File: src/rtl/trig_notify_pkg.sv
package trig_notify_pkg;
  typedef enum logic [1:0] {
    TN_IDLE = 2'd0,
    TN_REQ  = 2'd1,
    TN_RSP  = 2'd2
  } tn_state_e;
endpackage

File: src/rtl/trig_notify_encode.sv
module trig_notify_encode #(
  parameter int unsigned ADDR_W        = 64,
  parameter int unsigned DATA_W        = 64,
  parameter int unsigned SRC_W         = 16,
  parameter int unsigned PAGE_FLAG_BIT = 0,
  parameter int unsigned SMALL_SHIFT   = 12,
  parameter int unsigned LARGE_SHIFT   = 16,
  parameter int unsigned INJECT_OFS    = 'h800,
  parameter int unsigned CHECKED_BIT   = 31
) (
  input  logic              abt_mode,
  input  logic              msi_offload,
  input  logic [ADDR_W-1:0] port,
  input  logic [DATA_W-1:0] index_base,
  input  logic [SRC_W-1:0]  src,
  input  logic              lsi,
  input  logic              checked,
  output logic [ADDR_W-1:0] enc_addr,
  output logic [DATA_W-1:0] enc_data
);
  localparam logic [ADDR_W-1:0] FLAG_MASK   = ADDR_W'(1) << PAGE_FLAG_BIT;
  localparam logic [ADDR_W-1:0] SMALL_PAGE  = ADDR_W'(1) << SMALL_SHIFT;
  localparam logic [ADDR_W-1:0] LARGE_PAGE  = ADDR_W'(1) << LARGE_SHIFT;
  localparam logic [ADDR_W-1:0] INJECT_MASK = ADDR_W'(INJECT_OFS);
  localparam logic [DATA_W-1:0] CHK_MASK    = DATA_W'(1) << CHECKED_BIT;

  logic              eff_checked;
  logic [ADDR_W-1:0] src_a;
  logic [ADDR_W-1:0] page_sel;
  logic [ADDR_W-1:0] abt_addr;
  logic [DATA_W-1:0] idx_data;

  // level sources are always checked; offload removes the local check for the rest
  assign eff_checked = lsi | (checked & ~msi_offload);
  assign src_a       = ADDR_W'(src);

  always_comb begin
    if (port[PAGE_FLAG_BIT])
      page_sel = (src_a << (LARGE_SHIFT + 1)) | LARGE_PAGE;
    else
      page_sel = (src_a << (SMALL_SHIFT + 1)) | SMALL_PAGE;
    abt_addr = (port & ~FLAG_MASK) | page_sel | (eff_checked ? INJECT_MASK : '0);
    idx_data = index_base | DATA_W'(src) | (eff_checked ? CHK_MASK : '0);
    if (abt_mode) begin
      enc_addr = abt_addr;
      enc_data = '0;
    end else begin
      enc_addr = port;
      enc_data = idx_data;
    end
  end
endmodule

File: src/rtl/trig_notify_ctrl.sv
module trig_notify_ctrl
  import trig_notify_pkg::*;
#(
  parameter int unsigned ADDR_W = 64,
  parameter int unsigned DATA_W = 64
) (
  input  logic              clk,
  input  logic              rst_n,
  input  logic              trig_valid,
  output logic              trig_ready,
  input  logic [ADDR_W-1:0] enc_addr,
  input  logic [DATA_W-1:0] enc_data,
  output logic              st_valid,
  input  logic              st_ready,
  output logic [ADDR_W-1:0] st_addr,
  output logic [DATA_W-1:0] st_data,
  input  logic              rsp_valid,
  input  logic              rsp_ok,
  output logic              err_pulse
);
  tn_state_e         state_q, state_d;
  logic [ADDR_W-1:0] addr_q;
  logic [DATA_W-1:0] data_q;
  logic              cap_en;
  logic              err_q, err_d;

  assign trig_ready = (state_q == TN_IDLE);
  assign cap_en     = trig_ready & trig_valid;

  always_comb begin
    state_d = state_q;
    err_d   = 1'b0;
    unique case (state_q)
      TN_IDLE: if (trig_valid) state_d = TN_REQ;
      TN_REQ:  if (st_ready)   state_d = TN_RSP;
      TN_RSP:  if (rsp_valid) begin
                 state_d = TN_IDLE;
                 err_d   = ~rsp_ok;
               end
      default: state_d = TN_IDLE;
    endcase
  end

  always_ff @(posedge clk or negedge rst_n) begin
    if (!rst_n) begin
      state_q <= TN_IDLE;
      err_q   <= 1'b0;
    end else begin
      state_q <= state_d;
      err_q   <= err_d;
    end
  end

  always_ff @(posedge clk or negedge rst_n) begin
    if (!rst_n) begin
      addr_q <= '0;
      data_q <= '0;
    end else if (cap_en) begin
      addr_q <= enc_addr;
      data_q <= enc_data;
    end
  end

  assign st_valid  = (state_q == TN_REQ);
  assign st_addr   = addr_q;
  assign st_data   = data_q;
  assign err_pulse = err_q;

  a_r9_hold_stable: assert property (@(posedge clk) disable iff (!rst_n)
    (st_valid && !st_ready) |=> (st_valid && $stable(st_addr) && $stable(st_data)));
  a_r10_no_accept_busy: assert property (@(posedge clk) disable iff (!rst_n)
    st_valid |-> !trig_ready);
  a_r11_err_one_cycle: assert property (@(posedge clk) disable iff (!rst_n)
    err_pulse |=> !err_pulse);
  a_r11_err_cause: assert property (@(posedge clk) disable iff (!rst_n)
    $rose(err_pulse) |-> $past(rsp_valid && !rsp_ok));
  a_r11_no_retry: assert property (@(posedge clk) disable iff (!rst_n)
    err_pulse |-> !st_valid);
endmodule

File: src/rtl/trig_notify_gen.sv
module trig_notify_gen #(
  parameter int unsigned ADDR_W        = 64,
  parameter int unsigned DATA_W        = 64,
  parameter int unsigned SRC_W         = 16,
  parameter int unsigned PAGE_FLAG_BIT = 0,
  parameter int unsigned INJECT_OFS    = 'h800,
  parameter int unsigned CHECKED_BIT   = 31
) (
  input  logic              clk,
  input  logic              rst_n,
  input  logic              cfg_abt_mode,
  input  logic              cfg_msi_offload,
  input  logic [ADDR_W-1:0] cfg_port,
  input  logic [DATA_W-1:0] cfg_index,
  input  logic              trig_valid,
  output logic              trig_ready,
  input  logic [SRC_W-1:0]  trig_src,
  input  logic              trig_lsi,
  input  logic              trig_checked,
  output logic              st_valid,
  input  logic              st_ready,
  output logic [ADDR_W-1:0] st_addr,
  output logic [DATA_W-1:0] st_data,
  input  logic              rsp_valid,
  input  logic              rsp_ok,
  output logic              err_pulse
);
  logic [1:0]        rst_sync_q;
  logic              rst_int_n;
  logic [ADDR_W-1:0] enc_addr;
  logic [DATA_W-1:0] enc_data;

  // asynchronous assertion, synchronous release
  always_ff @(posedge clk or negedge rst_n) begin
    if (!rst_n) rst_sync_q <= 2'b00;
    else        rst_sync_q <= {rst_sync_q[0], 1'b1};
  end
  assign rst_int_n = rst_sync_q[1];

  trig_notify_encode #(
    .ADDR_W(ADDR_W), .DATA_W(DATA_W), .SRC_W(SRC_W),
    .PAGE_FLAG_BIT(PAGE_FLAG_BIT), .SMALL_SHIFT(12), .LARGE_SHIFT(16),
    .INJECT_OFS(INJECT_OFS), .CHECKED_BIT(CHECKED_BIT)
  ) u_enc (
    .abt_mode   (cfg_abt_mode),
    .msi_offload(cfg_msi_offload),
    .port       (cfg_port),
    .index_base (cfg_index),
    .src        (trig_src),
    .lsi        (trig_lsi),
    .checked    (trig_checked),
    .enc_addr   (enc_addr),
    .enc_data   (enc_data)
  );

  trig_notify_ctrl #(.ADDR_W(ADDR_W), .DATA_W(DATA_W)) u_ctrl (
    .clk       (clk),
    .rst_n     (rst_int_n),
    .trig_valid(trig_valid),
    .trig_ready(trig_ready),
    .enc_addr  (enc_addr),
    .enc_data  (enc_data),
    .st_valid  (st_valid),
    .st_ready  (st_ready),
    .st_addr   (st_addr),
    .st_data   (st_data),
    .rsp_valid (rsp_valid),
    .rsp_ok    (rsp_ok),
    .err_pulse (err_pulse)
  );

  a_r1_idle_after_reset: assert property (@(posedge clk) disable iff (!rst_int_n)
    $rose(rst_int_n) |-> (trig_ready && !st_valid && !err_pulse));
endmodule

File: config.mk
export PLATFORM = sky130hd
export DESIGN_NAME = trig_notify_gen
export DESIGN_NICKNAME = d
export VERILOG_FILES = /design/src/rtl/trig_notify_pkg.sv /design/src/rtl/trig_notify_encode.sv /design/src/rtl/trig_notify_ctrl.sv /design/src/rtl/trig_notify_gen.sv
export SDC_FILE = /design/constraint.sdc
export NUM_CORES = 1
export LEC_CHECK = 0
export ABC_CLOCK_PERIOD_IN_PS = 8200
export BUFFER_PORTS_ARGS = -buffer_cell sky130_fd_sc_hd__buf_4
export CELL_PAD_IN_SITES_DETAIL_PLACEMENT = 1
export CELL_PAD_IN_SITES_GLOBAL_PLACEMENT = 1
export CORE_ASPECT_RATIO = 0.7
export CORE_UTILIZATION = 35
export DETAILED_ROUTE_END_ITERATION = 8
export GPL_ROUTABILITY_DRIVEN = 0
export PLACE_DENSITY = 0.92
export SKIP_CTS_REPAIR_TIMING = 1
export SYNTH_ARGS = -nofsm -noshare
export SYNTH_HDL_FRONTEND = slang
export SYNTH_SLANG_ARGS = --single-unit
File: constraint.sdc
create_clock -name clk -period 8.2 [get_ports clk]
set_clock_uncertainty 0.05 [all_clocks]
set_input_delay 1.64 -clock clk [delete_from_list [all_inputs] [get_ports clk]]
set_output_delay 1.64 -clock clk [all_outputs]
set_load 0.02 [all_outputs]
==> load_flow_metrics.sql, run 1 <==
INSERT INTO impl_metrics (metric_group, metric, value, unit) VALUES
('outcome', 'status', 'complete, no violations', ''),
('place', 'placed_cells', '1016', ''),
('sta', 'fin_setup_tns', '0', 'ns'),
('finish', 'mostFrequentLayoutCells', 'buf_4 (289), nand2_1 (247), dfrtp_1 (132), nor2_1 (32), o21ai_0 (29)', ''),
('finish', 'area_growth', '51.3', '%'),
('global_route', 'grt_first_pass_wirelength', '29.2', 'mm'),
('critical_path', 'r2r_start', 'u_ctrl.state_q[1]', ''),
('finish', 'fill_cells', '1707', ''),
('critical_path', 'crit_path_start_kind', 'primary input', ''),
('critical_path', 'cp_data_arrival_time', '3.76', 'ns'),
('power', 'power.density', '426', 'nW/um^2'),
('floorplan', 'boundaryPins', '285', ''),
('clocking', 'clock_insertion_delay_worst_skew', '0.41', 'ns'),
('critical_path', 'maximum_fanout_along_the_worst_path', '111', ''),
('place', 'count_of_buffers_from_port_buffering', '284', ''),
('finish', 'antenna_cells', '0', ''),
('global_route', 'first_global_vias', '5513', ''),
('detailed_routing', 'route.antenna.remaining_nets', '0', ''),
('critical_path', 'worst_ep_required_time', '8.37', 'ns'),
('detailed_routing', 'topmost_layer_with_routed_signal_wires', 'met4', ''),
('synth', 'synthesis.area_per_instance', '9.43', 'sq um'),
('detailed_routing', 'via_count', '5164', ''),
('clocking', 'cts.reportedPaths.clkPinSlew', '0.07', 'ns'),
('clocking', 'tritoncts.num_buffers', '17', ''),
('critical_path', 'setup.reg_to_reg.worst_slack', '5.48', 'ns'),
('hold_path', 'timing.hold.worst.start', 'rst_sync_q[0]', ''),
('synth', 'synth.yosys.seq_area_share', '61.8', '%'),
('critical_path', 'crit_end_element', 'register', ''),
('hold_path', 'min-delay-path-class', 'register to register', ''),
('detailed_routing', 'mean_routed_wirelength_per_cell', '18.0', 'um'),
('synth', 'post_synth_instance_area', '5380', 'sq um'),
('clocking', 'cts-htree-levels', '4', ''),
('detailed_routing', 'detail_route.vias_per_cell', '4.93', ''),
('finish', 'area_occupied_by_multi_input_gates', '1800', 'sq um'),
('synth', 'synthesis.nets', '725', ''),
('job', 'max_cap_viol_count', '0', ''),
('sta', 'timing.max_slew.rel_slack', '29.5', '%'),
('sta', 'worst-slew-pin-transition', '1.06', 'ns'),
('finish', 'finalNetCount', '994', ''),
('floorplan', 'dieWidth', '150', 'um'),
('sta', 'post-route-period-util', '43.7', '%'),
('sta', 'period_needed', '3.59', 'ns'),
('sta', 'timing_max_transition_violations_final', '0', ''),
('synth', 'netlist-cell-type-count', '25', ''),
('finish', 'register_area', '3330', 'sq um'),
('detailed_routing', 'wl_met1', '7.69', 'mm'),
('finish', 'share_of_layout_cells_above_drive_strength_1', '38.5', '%'),
('floorplan', 'core_area', '14900', 'sq um'),
('floorplan', 'die_h', '106', 'um'),
('floorplan', 'placement_rows', '37', ''),
('global_route', 'grt_antenna_before_repair', '0', ''),
('critical_path', 'worst_r2r_endpoint', 'u_ctrl.st_data[33]', ''),
('sta', 'fmaxAchievable', '0.279', 'GHz'),
('global_route', 'largest_net_degree_at_the_start_of_global_routing', '112', ''),
('global_route', 'grt_usage', '24.4', '%'),
('critical_path', 'worst-r2r-cell-count', '3', ''),
('detailed_routing', 'dr.first_iter.drc_count', '237', ''),
('sta', 'grt_setup_unrepaired', 'no', ''),
('finish', 'stdcell_count', '1047', ''),
('synth', 'synthesized_flop_and_latch_total', '133', ''),
('clocking', 'cts.sink_count', '133', ''),
('critical_path', 'timing.setup.critical_path_class', 'primary input to register', ''),
('power', 'ir_worst_vdd', '0.322', 'mV'),
('hold_path', 'worst_hold_path.num_cells', '0', ''),
('synth', 'yosysWarningCount', '0', ''),
('floorplan', 'fp.dieArea', '15900', 'sq um'),
('clocking', 'tritoncts_clock_tree', 'yes', ''),
('hold_path', 'worstHoldEndpoint', 'rst_sync_q[1]', ''),
('detailed_routing', 'wirelength', '18.9', 'mm'),
('detailed_routing', 'wl_met2', '9.33', 'mm'),
('place', 'dpl.hpwl', '13.6', 'mm'),
('detailed_routing', 'routed-wl-met3', '1.33', 'mm'),
('power', 'static-leakage-power', '4.28', 'nW'),
('floorplan', 'initial_utilization', '36.2', '%'),
('clocking', 'clock_tree.root_cell', 'clkbuf_16', ''),
('sta', 'setup_viol', '0', ''),
('synth', 'mapped_cells', '571', ''),
('sta', 'final-hold-violation-count', '0', ''),
('global_route', 'overflow', '0', ''),
('detailed_routing', 'detailed_routing_iterations_pass_1', '5', ''),
('finish', 'final_common_cell', 'buf_4', ''),
('detailed_routing', 'drt_drc_violations_left', '0', ''),
('clocking', 'clk_path_buf_depth', '2', '');
==> cells in the mapped netlist (all sizes together) <==
cell type  number  area [sq um]
a21oi          20           100
a221oi         12           105
a22o            1          8.76
and2            1          6.26
buf            23           196
clkbuf         16          61.3
conb            1          3.75
dfrtp         133          3330
inv             2          7.51
nand2         247           927
nand2b          1          6.26
nand3          16          80.1
nor2           32           120
nor2b           2          12.5
nor3b           1          12.5
nor4bb          1          10.0
o21ai          43           215
o22a            1          8.76
o311ai          1          8.76
o31ai          16           155
or3b            1          8.76
==> report_power, final <==
part | switching (mW) | leakage (nW) | total [mW] | internal [mW]
Sequential | 0.204 | 1.66 | 1.18 | 0.976
Combinational | 0.914 | 2.34 | 1.52 | 0.601
Clock | 0.294 | 0.279 | 0.772 | 0.478
==> logic make-up after synthesis <==
logic type | after synthesis | synth area share (%)
AOI/OAI and AO/OA | 94 | 11.2
buffers and inverters | 41 | 4.93
DFF | 133 | 61.8
other | 1 | 0.0697
and+or+nand+nor | 302 | 22.0
==> critical path: stages <==
cell,delay (ns)
buf_4,0.11
or3b_4,0.70
buf_4,0.91
o21ai_0,0.29
==> through the flow <==
step	instance area, sq um	hold slack [ns]	util (%)	worst slack [ns]	total power [mW]
after global placement	7550	0.283	50.8	4.36	2.64
final	8140	0.305	54.8	4.61	3.47
after global routing	8140	0.310	54.8	4.49	3.67
after detailed placement	7550	0.305	50.8	4.26	2.72
after floorplan	5380	0.281	-	4.17	2.00
after CTS	8140	0.307	54.8	4.69	3.50
==> registers in the layout (all words and copies together), names as in the netlist <==
name,count
rst_sync_q,2
u_ctrl.err_pulse,1
u_ctrl.st_addr,64
u_ctrl.st_data,64
u_ctrl.state_q,2
==> layer usage <==
| layer | vias up | track usage [%] |
|---|---|---|
| met5 | - | 0 |
| met4 | 0 | 9.88 |
| met3 | 39 | 6.23 |
| met2 | 223 | 42.1 |
| met1 | 2509 | 28.8 |
| li1 | 2393 | - |
==> worst max path at each step <==
| stage | cells past startpoint | endpoint | from | slack (ns) |
|---|---|---|---|---|
| 4_1_cts | 4 | u_ctrl.st_data[33] | trig_valid | 4.69 |
| 3_5_place_dp | 4 | u_ctrl.st_data[33] | trig_valid | 4.26 |
| 5_1_grt | 4 | u_ctrl.st_data[33] | trig_valid | 4.49 |
| 2_1_floorplan | 0 | u_ctrl.err_pulse | rst_sync_q[1] | 4.17 |
| 6_report | 4 | u_ctrl.st_data[33] | trig_valid | 4.61 |
| 3_3_place_gp | 4 | u_ctrl.st_data[32] | trig_valid | 4.36 |
==> layout make-up <==
type	instances	share of cell area, %
Sequential cell	133	40.9
Timing Repair Buffer	289	26.6
Multi-Input combinational cell	397	22.1
Clock buffer	19	5.32
Tap cell	195	3.00
Clock inverter	12	1.94
Inverter	2	0.0922
No activity file was read; power rests on OpenSTA's default activity.
==> run 2, diff against run 1 <==
ABC_CLOCK_PERIOD_IN_PS = 3200   (was 8200)
CORE_UTILIZATION = 29   (was 35)
PLACE_DENSITY = 0.82   (was 0.92)
clock period = 3.2 ns   (was 8.2 ns; I/O delays follow)
==> run 2 against run 1 <==
Against the previous run: cell count is 4.3% higher; first-iteration DRC count is 49% higher; non-clock buffer count is 3 higher; total power grew to 2.5 times the previous value; die area is 20% higher; flip-flop and latch count stayed put; wire length is 0.99% lower; via count is 1.5% lower; register-to-register slack worse by 4.1 ns; highest routed layer unchanged.
==> load_flow_metrics.sql, run 2 (synthesis results as in run 1) <==
INSERT INTO impl_metrics (metric_group, metric, value, unit) VALUES
('outcome', 'status', 'complete, no violations', ''),
('finish', 'postLayoutCellArea', '8260', 'sq um'),
('detailed_routing', 'via_count', '5087', ''),
('sta', 'hold_ws', '0.303', 'ns'),
('place', 'dpl.hpwl', '13.5', 'mm'),
('global_route', 'first_global_vias', '5245', ''),
('power', 'switching_share', '41.0', '%'),
('detailed_routing', 'dr.first_iter.drc_count', '354', ''),
('finish', 'mostFrequentLayoutCells', 'buf_4 (287), nand2_1 (247), dfrtp_1 (132), nor2_1 (32), o21ai_0 (29)', ''),
('detailed_routing', 'detailed_routing_iterations_pass_1', '4', ''),
('sta', 'worst-slew-pin-transition', '0.782', 'ns'),
('critical_path', 'r2r_start', 'u_ctrl.state_q[1]', ''),
('power', 'ir_worst_vdd', '0.565', 'mV'),
('finish', 'area_growth', '53.4', '%'),
('place', 'worst_setup_slack_post_dpl', '1.04', 'ns'),
('hold_path', 'min-delay-path-class', 'register to register', ''),
('global_route', 'overflow', '0', ''),
('sta', 'timing_max_transition_violations_final', '0', ''),
('sta', 'postLayoutSetupSlackWorst', '1.20', 'ns'),
('floorplan', 'fp.dieArea', '19100', 'sq um'),
('floorplan', 'initial_utilization', '29.7', '%'),
('sta', 'timing.max_slew.rel_slack', '47.8', '%'),
('critical_path', 'timing.critical_path.slowest_stage_cell', 'dfrtp_1', ''),
('global_route', 'grt_usage', '19.8', '%'),
('sta', 'fmaxAchievable', '0.499', 'GHz'),
('global_route', 'grt_first_pass_wirelength', '28.3', 'mm'),
('critical_path', 'maximum_fanout_along_the_worst_path', '6', ''),
('floorplan', 'boundaryPins', '285', ''),
('detailed_routing', 'mean_routed_wirelength_per_cell', '17.1', 'um'),
('job', 'max_cap_viol_count', '0', ''),
('floorplan', 'die_h', '116', 'um'),
('power', 'static-leakage-power', '4.30', 'nW'),
('clocking', 'clock_insertion_delay_worst_skew', '0.41', 'ns'),
('sta', 'setup_viol', '0', ''),
('critical_path', 'crit_end_element', 'primary output', ''),
('critical_path', 'worst-r2r-cell-count', '3', ''),
('global_route', 'grt_antenna_before_repair', '0', ''),
('finish', 'finalNetCount', '997', ''),
('floorplan', 'dieWidth', '165', 'um'),
('detailed_routing', 'drt_drc_violations_left', '0', ''),
('critical_path', 'crit_path_start_kind', 'register', ''),
('critical_path', 'timing.setup.critical_path_class', 'register to primary output', ''),
('hold_path', 'worstHoldEndpoint', 'rst_sync_q[1]', ''),
('sta', 'grt_setup_unrepaired', 'no', ''),
('finish', 'final_common_cell', 'buf_4', ''),
('clocking', 'clock_tree.root_cell', 'clkbuf_16', ''),
('finish', 'area_occupied_by_multi_input_gates', '1800', 'sq um'),
('clocking', 'clk_path_buf_depth', '2', ''),
('global_route', 'largest_net_degree_at_the_start_of_global_routing', '132', ''),
('finish', 'register_area', '3330', 'sq um'),
('clocking', 'cts-htree-levels', '4', ''),
('finish', 'share_of_layout_cells_above_drive_strength_1', '38.8', '%'),
('detailed_routing', 'wirelength', '18.7', 'mm'),
('clocking', 'cts.reportedPaths.clkPinSlew', '0.07', 'ns'),
('critical_path', 'cp_top_family', 'flip-flops', ''),
('power', 'comb_power_share', '44.6', '%'),
('hold_path', 'worst_hold_path.num_cells', '0', ''),
('critical_path', 'worst_path_largest_cell_delay', '0.46', 'ns'),
('finish', 'antenna_cells', '0', ''),
('clocking', 'tritoncts_clock_tree', 'yes', ''),
('detailed_routing', 'detail_route.vias_per_cell', '4.66', ''),
('critical_path', 'setup.reg_to_reg.worst_slack', '1.43', 'ns'),
('hold_path', 'timing.hold.worst.start', 'rst_sync_q[0]', ''),
('critical_path', 'worst_ep_required_time', '2.51', 'ns'),
('floorplan', 'core_area', '18100', 'sq um'),
('place', 'count_of_buffers_from_port_buffering', '284', ''),
('sta', 'period_needed', '2.00', 'ns'),
('sta', 'post-route-period-util', '62.6', '%'),
('floorplan', 'placement_rows', '41', ''),
('critical_path', 'worstPathBufferInverterCount', '2', ''),
('clocking', 'cts.sink_count', '133', ''),
('power', 'share_clk_of_total_power', '21.5', '%'),
('sta', 'fin_setup_tns', '0', 'ns'),
('finish', 'fill_cells', '2120', ''),
('clocking', 'tritoncts.num_buffers', '17', ''),
('power', 'share_of_power_burned_in_registers', '33.9', '%'),
('detailed_routing', 'route.antenna.remaining_nets', '0', ''),
('power', 'power.density', '1070', 'nW/um^2'),
('critical_path', 'worst_r2r_endpoint', 'u_ctrl.st_data[6]', ''),
('place', 'post_dp_cell_area', '7670', 'sq um'),
('power', 'netSwitchingPower', '3.63', 'mW'),
('critical_path', 'timing.critical_path.cells', 'nand2b_1 > inv_1 > buf_4', ''),
('critical_path', 'cp_data_arrival_time', '1.31', 'ns'),
('power', 'internal-power', '5.21', 'mW'),
('sta', 'final-hold-violation-count', '0', '');
## run 2: cell types whose count changed in the layout (fill, tap and decap cells not counted), sizes merged
cell,delta
buf,+2
bufinv,-2
inv,+2
clkbuf,+1
dlygate4sd3,+1
## run 2: layer usage
metal / global-route usage [%] / share of wire (%) / routed length [um]
met1: 23.9 / 42 / 7820
met5: 0 / 0 / 0
met2: 32.5 / 47 / 8770
met4: 5.81 / 1.2 / 229
met3: 7.98 / 9.9 / 1850
## run 2: area by class of cell
| class | count | area share [%] |
|---|---|---|
| Clock buffer | 20 | 5.53 |
| Sequential cell | 133 | 40.4 |
| Clock inverter | 12 | 1.49 |
| Inverter | 2 | 0.0909 |
| Timing Repair Buffer | 292 | 27.2 |
| Tap cell | 236 | 3.58 |
| Multi-Input combinational cell | 397 | 21.8 |
## run 2: worst max path at each step
stage | start | endpoint | slack [ns] | cells after the start
6_report | u_ctrl.state_q[1] | st_valid | 1.20 | 3
5_1_grt | u_ctrl.state_q[1] | st_valid | 1.12 | 3
4_1_cts | u_ctrl.state_q[1] | st_valid | 1.17 | 3
3_5_place_dp | cfg_abt_mode | u_ctrl.st_addr[31] | 1.04 | 5
3_3_place_gp | cfg_abt_mode | u_ctrl.st_addr[30] | 1.09 | 5
2_1_floorplan | rst_sync_q[1] | u_ctrl.err_pulse | 0.94 | 0
## run 2: through the flow
step	utilization, %	total power, mW	std cells
finish	45.6	8.83	1092
global route	45.6	9.40	1092
CTS	45.5	8.96	1091
detailed placement	42.3	7.02	1059
global placement	42.3	6.88	1059
floorplan	-	5.11	571
## run 2: power by group through the flow
stage	Clock, mW	Combinational (mW)	Sequential (mW)
after floorplan	0	1.16	3.95
after global placement	0	3.90	2.98
after detailed placement	0	3.99	3.02
after CTS	1.95	4.01	3.00
after global routing	2.03	4.28	3.10
final	1.90	3.94	2.99
==> run 3, diff against run 2 <==
ABC_CLOCK_PERIOD_IN_PS = 1900   (was 3200)
CORE_UTILIZATION = 32   (was 29)
PLACE_DENSITY = 0.86   (was 0.82)
clock period = 1.9 ns   (was 3.2 ns; I/O delays follow)
==> run 3 against run 2 <==
Against the previous run: clock power rose by 76%; utilization rose by 5.1 points; register-to-register slack got worse by 1.2 ns; wire length rose by 1.4%; flip-flop and latch count did not move; cell count fell by 0.55%; global-route usage rose by 2.6 points; critical endpoint unchanged; largest power group unchanged.
==> load_flow_metrics.sql, run 3 (synthesis results as in run 1) <==
INSERT INTO impl_metrics (metric_group, metric, value, unit) VALUES
('sta', 'hold_ws', '0.0879', 'ns'),
('sta', 'grt_setup_unrepaired', 'no', ''),
('detailed_routing', 'drt_drc_violations_left', '0', ''),
('outcome', 'status', 'complete, no violations', ''),
('clocking', 'cts.reportedPaths.clkPinSlew', '0.06', 'ns'),
('global_route', 'grt_antenna_before_repair', '1', ''),
('power', 'share_of_power_burned_in_registers', '33.4', '%'),
('power', 'switching_share', '40.7', '%'),
('sta', 'period_needed', '1.76', 'ns'),
('sta', 'post-route-period-util', '92.5', '%'),
('finish', 'share_of_layout_cells_above_drive_strength_1', '39.3', '%'),
('finish', 'area_growth', '54.4', '%'),
('hold_path', 'worst_hold_path.num_cells', '2', ''),
('sta', 'worst-slew-pin-transition', '0.578', 'ns'),
('detailed_routing', 'wirelength', '18.9', 'mm'),
('critical_path', 'worst_r2r_endpoint', 'u_ctrl.st_addr[12]', ''),
('hold_path', 'timing.hold.worst.start', 'rsp_ok', ''),
('clocking', 'tritoncts_clock_tree', 'yes', ''),
('finish', 'antenna_cells', '0', ''),
('clocking', 'clk_path_buf_depth', '2', ''),
('power', 'comb_power_share', '44.4', '%'),
('finish', 'finalNetCount', '1002', ''),
('clocking', 'cts.sink_count', '133', ''),
('finish', 'mostFrequentLayoutCells', 'buf_4 (291), nand2_1 (247), dfrtp_1 (132), nor2_1 (32), o21ai_0 (29)', ''),
('global_route', 'largest_net_degree_at_the_start_of_global_routing', '105', ''),
('floorplan', 'fp.dieArea', '17400', 'sq um'),
('global_route', 'first_global_vias', '5482', ''),
('power', 'power.density', '1810', 'nW/um^2'),
('sta', 'timing_max_transition_violations_final', '0', ''),
('global_route', 'grt_usage', '22.3', '%'),
('sta', 'setup_viol', '0', ''),
('power', 'internal-power', '8.94', 'mW'),
('finish', 'finalCoreUtilization', '50.7', '%'),
('power', 'share_clk_of_total_power', '22.1', '%'),
('clocking', 'clock_tree.root_cell', 'clkbuf_16', ''),
('clocking', 'tritoncts.num_buffers', '17', ''),
('global_route', 'overflow', '0', ''),
('job', 'max_cap_viol_count', '0', ''),
('global_route', 'grt_first_pass_wirelength', '29.2', 'mm'),
('sta', 'fin_setup_tns', '0', 'ns'),
('detailed_routing', 'dr.first_iter.drc_count', '225', ''),
('critical_path', 'crit_end_element', 'primary output', ''),
('place', 'dpl.hpwl', '14.0', 'mm'),
('floorplan', 'core_area', '16400', 'sq um'),
('clocking', 'cts-htree-levels', '4', ''),
('floorplan', 'dieWidth', '157', 'um'),
('detailed_routing', 'detailed_routing_iterations_pass_1', '4', ''),
('critical_path', 'worst_ep_required_time', '1.47', 'ns'),
('power', 'ir_worst_vdd', '0.842', 'mV'),
('floorplan', 'die_h', '111', 'um'),
('place', 'count_of_buffers_from_port_buffering', '284', ''),
('detailed_routing', 'via_count', '5092', ''),
('clocking', 'clock_insertion_delay_worst_skew', '0.41', 'ns'),
('hold_path', 'min-delay-path-class', 'primary input to register', ''),
('sta', 'final-hold-violation-count', '0', ''),
('hold_path', 'worstHoldEndpoint', 'u_ctrl.err_pulse', ''),
('power', 'netSwitchingPower', '6.14', 'mW'),
('critical_path', 'maximum_fanout_along_the_worst_path', '6', ''),
('detailed_routing', 'mean_routed_wirelength_per_cell', '17.4', 'um'),
('finish', 'final_common_cell', 'buf_4', ''),
('sta', 'timing.max_slew.rel_slack', '61.5', '%'),
('detailed_routing', 'route.antenna.remaining_nets', '0', ''),
('power', 'static-leakage-power', '4.35', 'nW'),
('critical_path', 'setup.reg_to_reg.worst_slack', '0.27', 'ns'),
('critical_path', 'worst-r2r-cell-count', '5', ''),
('critical_path', 'timing.setup.critical_path_class', 'register to primary output', ''),
('critical_path', 'crit_path_start_kind', 'register', ''),
('sta', 'fmaxAchievable', '0.569', 'GHz'),
('power', 'report.power.total', '15.1', 'mW'),
('critical_path', 'r2r_start', 'u_ctrl.state_q[1]', ''),
('floorplan', 'boundaryPins', '285', ''),
('critical_path', 'cp_data_arrival_time', '1.33', 'ns'),
('floorplan', 'placement_rows', '39', ''),
('floorplan', 'initial_utilization', '32.8', '%'),
('detailed_routing', 'detail_route.vias_per_cell', '4.69', '');
==> run 3: metrics by stage <==
stage,instance area [sq um],setup WS (ns),cells
after detailed placement,7700,0.274,1053
after global routing,8310,0.0654,1086
after CTS,8300,0.127,1085
after global placement,7700,0.294,1053
after floorplan,5390,0.405,571
final,8310,0.143,1086
==> run 3: how the worst max path moves through the flow <==
stage	startpoint	endpoint	cells past startpoint
5_1_grt	u_ctrl.state_q[1]	st_valid	3
6_report	u_ctrl.state_q[1]	st_valid	3
3_5_place_dp	u_ctrl.state_q[1]	u_ctrl.st_data[7]	3
4_1_cts	u_ctrl.state_q[1]	st_valid	3
3_3_place_gp	trig_valid	u_ctrl.st_addr[12]	6
2_1_floorplan	u_ctrl.state_q[1]	u_ctrl.st_data[10]	6
==> run 3: layer usage <==
metal / global-route usage, % / vias to the layer above / wire (um)
met5: 0 / - / 17
met4: 7.06 / 2 / 290
met3: 9.30 / 26 / 1770
met2: 37.1 / 196 / 9070
met1: 25.9 / 2459 / 7780
li1: - / 2409 / -
==> run 3: final cells by class <==
cell class                 instances  area (sq um)
fill                            1913          8080
sequential                       133          3330
timing repair buffer             297          2290
multi-input combinational        397          1800
clock buffer                      19           453
tap                              225           282
clock inverter                    13           146
inverter                           2          7.51
==> run 3: critical path, stage by stage (launching register included) <==
cell and delay, ns:
dfrtp_1 0.46, nand2b_1 0.21, inv_1 0.10, buf_4 0.15
==> run 3: power by group through the flow <==
stage	sequential, mW	clock [mW]	combinational, mW
after global routing	5.19	3.54	7.26
final	5.04	3.34	6.70
after floorplan	6.66	0	1.95
after CTS	5.05	3.41	6.78
after global placement	5.01	0	6.59
after detailed placement	5.07	0	6.78
